===== config.mk =====
export PLATFORM = sky130hd
export DESIGN_NAME = csb_unit
export DESIGN_NICKNAME = d
export VERILOG_FILES = /design/src/rtl/csb_pkg.sv /design/src/rtl/csb_field_pick.sv /design/src/rtl/csb_shaper.sv /design/src/rtl/csb_out_reg.sv /design/src/rtl/csb_unit.sv
export SDC_FILE = /design/constraint.sdc
export NUM_CORES = 1
export LEC_CHECK = 0
export ABC_CLOCK_PERIOD_IN_PS = 2400
export BUFFER_PORTS_ARGS = -buffer_cell sky130_fd_sc_hd__buf_2
export CAP_MARGIN = 20
export CORE_ASPECT_RATIO = 0.5
export CORE_MARGIN = 2
export CORE_UTILIZATION = 34
export CTS_CLUSTER_DIAMETER = 60
export DETAILED_ROUTE_END_ITERATION = 6
export PLACE_DENSITY = 0.81
export SYNTH_ARGS = -nofsm -noshare
export SYNTH_HDL_FRONTEND = slang
export SYNTH_SLANG_ARGS = --single-unit

===== constraint.sdc =====
create_clock -name clk -period 2.4 [get_ports clk]
set_input_delay 0.48 -clock clk [delete_from_list [all_inputs] [get_ports clk]]
set_output_delay 0.48 -clock clk [all_outputs]
set_load 0.02 [all_outputs]

===== src/rtl/csb_pkg.sv =====
package csb_pkg;

    localparam int unsigned CSB_XLEN    = 64;
    localparam int unsigned CSB_NFIELD  = 8;
    localparam int unsigned CSB_FWIDTH  = 4;
    localparam int unsigned CSB_CRWIDTH = CSB_NFIELD * CSB_FWIDTH;
    localparam int unsigned CSB_IDXW    = $clog2(CSB_CRWIDTH);

    typedef struct packed {
        logic                   valid;
        logic [CSB_CRWIDTH-1:0] cr;
        logic [CSB_IDXW-1:0]    idx;
        logic                   neg;
        logic                   rev;
        logic                   ena;
    } csb_req_t;

    typedef struct packed {
        logic                valid;
        logic                wr;
        logic                ill;
        logic [CSB_XLEN-1:0] value;
    } csb_resp_t;

    // Turn a 0/1 flag into either a zero-extended 1 or an all-ones word.
    function automatic logic [CSB_XLEN-1:0] csb_shape(input logic b, input logic neg);
        logic [CSB_XLEN-1:0] v;
        if (neg) v = {CSB_XLEN{b}};
        else     v = {{(CSB_XLEN-1){1'b0}}, b};
        return v;
    endfunction

endpackage


===== src/rtl/csb_field_pick.sv =====
module csb_field_pick #(
    parameter int unsigned NFIELD = csb_pkg::CSB_NFIELD,
    parameter int unsigned FWIDTH = csb_pkg::CSB_FWIDTH,
    localparam int unsigned CRW   = NFIELD * FWIDTH,
    localparam int unsigned FSELW = $clog2(NFIELD),
    localparam int unsigned BSELW = $clog2(FWIDTH)
) (
    input  logic [CRW-1:0]         cr,
    input  logic [FSELW+BSELW-1:0] idx,
    output logic                   bit_out
);
    logic [FWIDTH-1:0] fields [NFIELD];
    logic [FWIDTH-1:0] chosen;
    logic [FSELW-1:0]  fsel;
    logic [BSELW-1:0]  bsel;

    // Field 0 sits in the most significant nibble.
    for (genvar f = 0; f < NFIELD; f++) begin : g_field
        assign fields[f] = cr[CRW-1-f*FWIDTH -: FWIDTH];
    end

    assign fsel   = idx[FSELW+BSELW-1:BSELW];
    assign bsel   = idx[BSELW-1:0];
    assign chosen = fields[fsel];
    // Bit 0 of the field is its most significant bit.
    assign bit_out = chosen[FWIDTH-1-bsel];

endmodule


===== src/rtl/csb_shaper.sv =====
module csb_shaper
    import csb_pkg::*;
(
    input  logic                tested,
    input  logic                rev,
    input  logic                neg,
    input  logic                ena,
    output logic [CSB_XLEN-1:0] value
);
    logic cond_true;

    always_comb begin
        cond_true = tested ^ rev;
        value     = ena ? csb_shape(cond_true, neg) : '0;
    end

endmodule


===== src/rtl/csb_out_reg.sv =====
module csb_out_reg
    import csb_pkg::*;
(
    input  logic                clk,
    input  logic                rst,
    input  logic                valid_in,
    input  logic                ena,
    input  logic [CSB_XLEN-1:0] value_in,
    output csb_resp_t           resp
);
    always_ff @(posedge clk) begin
        if (rst) begin
            resp <= '0;
        end else if (valid_in) begin
            resp.valid <= 1'b1;
            resp.wr    <= ena;
            resp.ill   <= ~ena;
            resp.value <= value_in;
        end else begin
            resp <= '0;
        end
    end


    wr_ill_excl_chk: assert property (@(posedge clk) disable iff (rst)
        !(resp.wr && resp.ill));

endmodule


===== src/rtl/csb_unit.sv =====
module csb_unit
    import csb_pkg::*;
(
    input  logic                   clk,
    input  logic                   rst,
    input  logic                   in_valid,
    input  logic [CSB_CRWIDTH-1:0] cond_reg,
    input  logic [CSB_IDXW-1:0]    bit_idx,
    input  logic                   negate,
    input  logic                   reverse,
    input  logic                   isa_enable,
    output logic                   out_valid,
    output logic [CSB_XLEN-1:0]    result,
    output logic                   wr_en,
    output logic                   illegal
);
    csb_req_t            req;
    csb_resp_t           resp;
    logic                tested;
    logic [CSB_XLEN-1:0] shaped;

    always_comb begin
        req.valid = in_valid;
        req.cr    = cond_reg;
        req.idx   = bit_idx;
        req.neg   = negate;
        req.rev   = reverse;
        req.ena   = isa_enable;
    end

    csb_field_pick #(
        .NFIELD (CSB_NFIELD),
        .FWIDTH (CSB_FWIDTH)
    ) u_pick (
        .cr      (req.cr),
        .idx     (req.idx),
        .bit_out (tested)
    );

    csb_shaper u_shape (
        .tested (tested),
        .rev    (req.rev),
        .neg    (req.neg),
        .ena    (req.ena),
        .value  (shaped)
    );

    csb_out_reg u_oreg (
        .clk      (clk),
        .rst      (rst),
        .valid_in (req.valid),
        .ena      (req.ena),
        .value_in (shaped),
        .resp     (resp)
    );

    assign out_valid = resp.valid;
    assign wr_en     = resp.wr;
    assign illegal   = resp.ill;
    assign result    = resp.value;


    valid_follows_chk: assert property (@(posedge clk) disable iff (rst)
        !$past(rst) |-> (out_valid == $past(in_valid)));


    idle_quiet_chk: assert property (@(posedge clk) disable iff (rst)
        !out_valid |-> (!wr_en && !illegal && result == '0));


    illegal_zero_chk: assert property (@(posedge clk) disable iff (rst)
        (!$past(rst) && $past(in_valid) && !$past(isa_enable)) |->
        (illegal && !wr_en && result == '0));


    negate_range_chk: assert property (@(posedge clk) disable iff (rst)
        (!$past(rst) && $past(in_valid) && $past(negate)) |->
        (result == '0 || result == '1));


    plain_range_chk: assert property (@(posedge clk) disable iff (rst)
        (!$past(rst) && $past(in_valid) && !$past(negate)) |->
        (result[CSB_XLEN-1:1] == '0));

endmodule


==> impl_metrics.ini <==
[run_status]
status = complete, no violations

[clock_network]
clkTransAtPathRegs_ps = 40
numCtsBuffers = 3
root_buffer = clkbuf_8
hold_buffers = 0
h-tree-depth = 1
cts_resized = 0
clockBufferDepth = 2
post_cts_buffers = 0
cts_tree = done
clock-sinks = 5

[worst_hold_path]
min_path_type = input port to flip-flop
whs_endpoint = u_oreg.resp[66]$_SDFF_PP0_
min_from = rst
min_path_cells = 2

[pwr]
p_per_area_nw_per_um2 = 366
irDropWorstVdd_mv = 0.142
leakage_nw = 0.771

[yosys]
netlist_instances = 117
synth_area_um2 = 972
synth_area_per_cell_um2 = 8.31
synth.distinct_cells = 22
syn-num-nets = 160
synth_seq_cells = 5
ys_seq_area_share_pct = 10.3
synth_warnings = 0

[floorplanning]
die-area_um2 = 3330
pin_count = 110
core_area_um2 = 2650
initial_core_util_pct = 36.7
num_rows = 13
dieHeight_um = 41.8
fp.dieW_um = 79.6

[placed_design]
dp_slack_ps = 387
dp.final_hpwl_mm = 1.64
dp_cells = 200
place_congestion = 0.804
io_buffers = 109

[drt]
drt-pass1-iter-count = 4
vias = 832
wl_per_cell_um = 9.81
ant_nets = 0
avgViaCountPerCell = 4.08
drc = 0
wirelength_mm = 2.00
drt_iter0_drc = 14

[sta]
fin_crit_sh_pct = 74.1
fin_crit_ps = 1780
timing.fmax_ghz = 0.562
drv_slew = 0
timing.setup.tns_ps = 0
setup_viol = 0
worst_hold_slack_ps = 454
worst_pin_slew_ps = 449
fin_ws_ps = 621
finalHoldViolCount = 0
rsz0062_at_grt = false
slew_headroom_pct = 70.1

[cells_and_area]
drive_gt1_share_pct = 71.3
reg.largest.list = u_oreg.resp: 5 flops
largest_reg_flops = 5
n_antenna_cell = 0
area_growth_syn_to_layout_pct = 15.2
layout.cells.non_filler = 204
regMostFlops = u_oreg.resp
final_nets = 211
n_fill_cell = 270

[grt]
grt_use_total_pct = 10.6
grt_max_degree = 64
grt_pass1_vias = 659
grt_first_pass_wirelength_mm = 2.80
antenna_found_initial = 0
grt_overflow = 0

[setup_path]
crit_path_start_kind = input port
critPathArrivalTime_ps = 1890
crit_fanout = 16
endpoint_kind = flip-flop
max_stage_delay_ps = 370
path_cells = buf_2 > mux2i_1 > a22oi_1 > and3_1 > a31oi_2 > nand3_1 > and4b_1
criticalPathCategory = input port to flip-flop
critPathRequiredTime_ps = 2520
cpMaxStageDelayCell = buf_2

[flow_run]
drv_cap = 0
-- power by group --
part	switching [W]	total [W]	internal (W)
clock network	0.0000450	0.000159	0.000114
registers	0.000000794	0.0000877	0.0000870
logic	0.0000918	0.000163	0.0000708
total	0.000138	0.000410	0.000272
-- synth_stat cells (all sizes together) --
master / instances / share of area (%)
a211oi: 1 / 1.3
a21oi: 4 / 2.4
a22oi: 4 / 3.6
a31oi: 2 / 2.6
and2: 2 / 1.3
and2b: 1 / 0.90
and3: 2 / 1.3
and4b: 1 / 1.0
buf: 64 / 51
dfxtp: 5 / 10
inv: 1 / 0.39
mux2i: 16 / 16
nand2: 5 / 1.9
nand2b: 2 / 1.3
nand3: 2 / 1.0
nor2: 1 / 0.39
nor2b: 3 / 1.9
nor3b: 1 / 0.77
-- layout make-up --
| cell class | count | area, um^2 | share of cell area (%) |
|---|---|---|---|
| inverter | 1 | 3.75 | 0.335 |
| tap | 37 | 46.3 | 4.13 |
| multi-input combinational | 47 | 372 | 33.2 |
| sequential | 5 | 100 | 8.94 |
| timing repair buffer | 110 | 553 | 49.4 |
| clock buffer | 4 | 45.0 | 4.02 |
-- cells in the final DEF, fill, tap and decap left out, drive strengths merged --
cell	count
and3	2
nand3	2
a31oi	2
a21oi	4
nor2b	3
and2	2
nand2b	2
buf	110
nor3b	1
inv	1
clkbuf	4
a211oi	1
dfxtp	5
and4b	1
nand2	5
mux2i	16
nor2	1
and2b	1
a22oi	4
-- how the worst max path moves through the flow --
stage | slack [ps] | start | depth (start not counted) | endpoint
detailed placement | 390 | bit_idx[3] | 7 | u_oreg.resp[0]$_SDFF_PP0_
floorplan | 190 | u_oreg.resp[1]$_SDFF_PP0_ | 1 | result[10]
CTS | 620 | bit_idx[3] | 7 | u_oreg.resp[0]$_SDFF_PP0_
finish | 620 | bit_idx[3] | 7 | u_oreg.resp[0]$_SDFF_PP0_
global route | 540 | bit_idx[3] | 7 | u_oreg.resp[0]$_SDFF_PP0_
global placement | 450 | bit_idx[3] | 7 | u_oreg.resp[0]$_SDFF_PP0_
-- stage by stage --
step / utilization [%] / area [um^2] / total power (W)
floorplan: - / 972 / 0.000224
global placement: 40.5 / 1070 / 0.000249
detailed placement: 40.5 / 1070 / 0.000252
CTS: 42.2 / 1120 / 0.000415
global route: 42.2 / 1120 / 0.000434
finish: 42.2 / 1120 / 0.000410
-- per-layer routing --
layer / up-vias / global-route usage [%] / part of all wire [%]
li1: 426 / - / -
met5: - / 0 / 0
met1: 351 / 10.8 / 36
met4: 0 / 5.17 / 0.50
met2: 53 / 21.2 / 53
met3: 2 / 1.30 / 9.9
-- worst max-delay path, delay by kind of cell --
family,cells,cell delay (ps)
AOI/OAI and AO/OA,2,290
buffers and inverters,1,370
muxes,1,250
and+or+nand+nor,3,500
-- cells by family after synthesis --
kind of cell	count (synthesis)	share of synthesized area, %
AOI/OAI and AO/OA	11	9.91
buffers and inverters	65	51.5
DFF	5	10.3
muxes	16	16.5
and+or+nand+nor	20	11.8
Note: power is estimated with default switching activity, not from simulation.
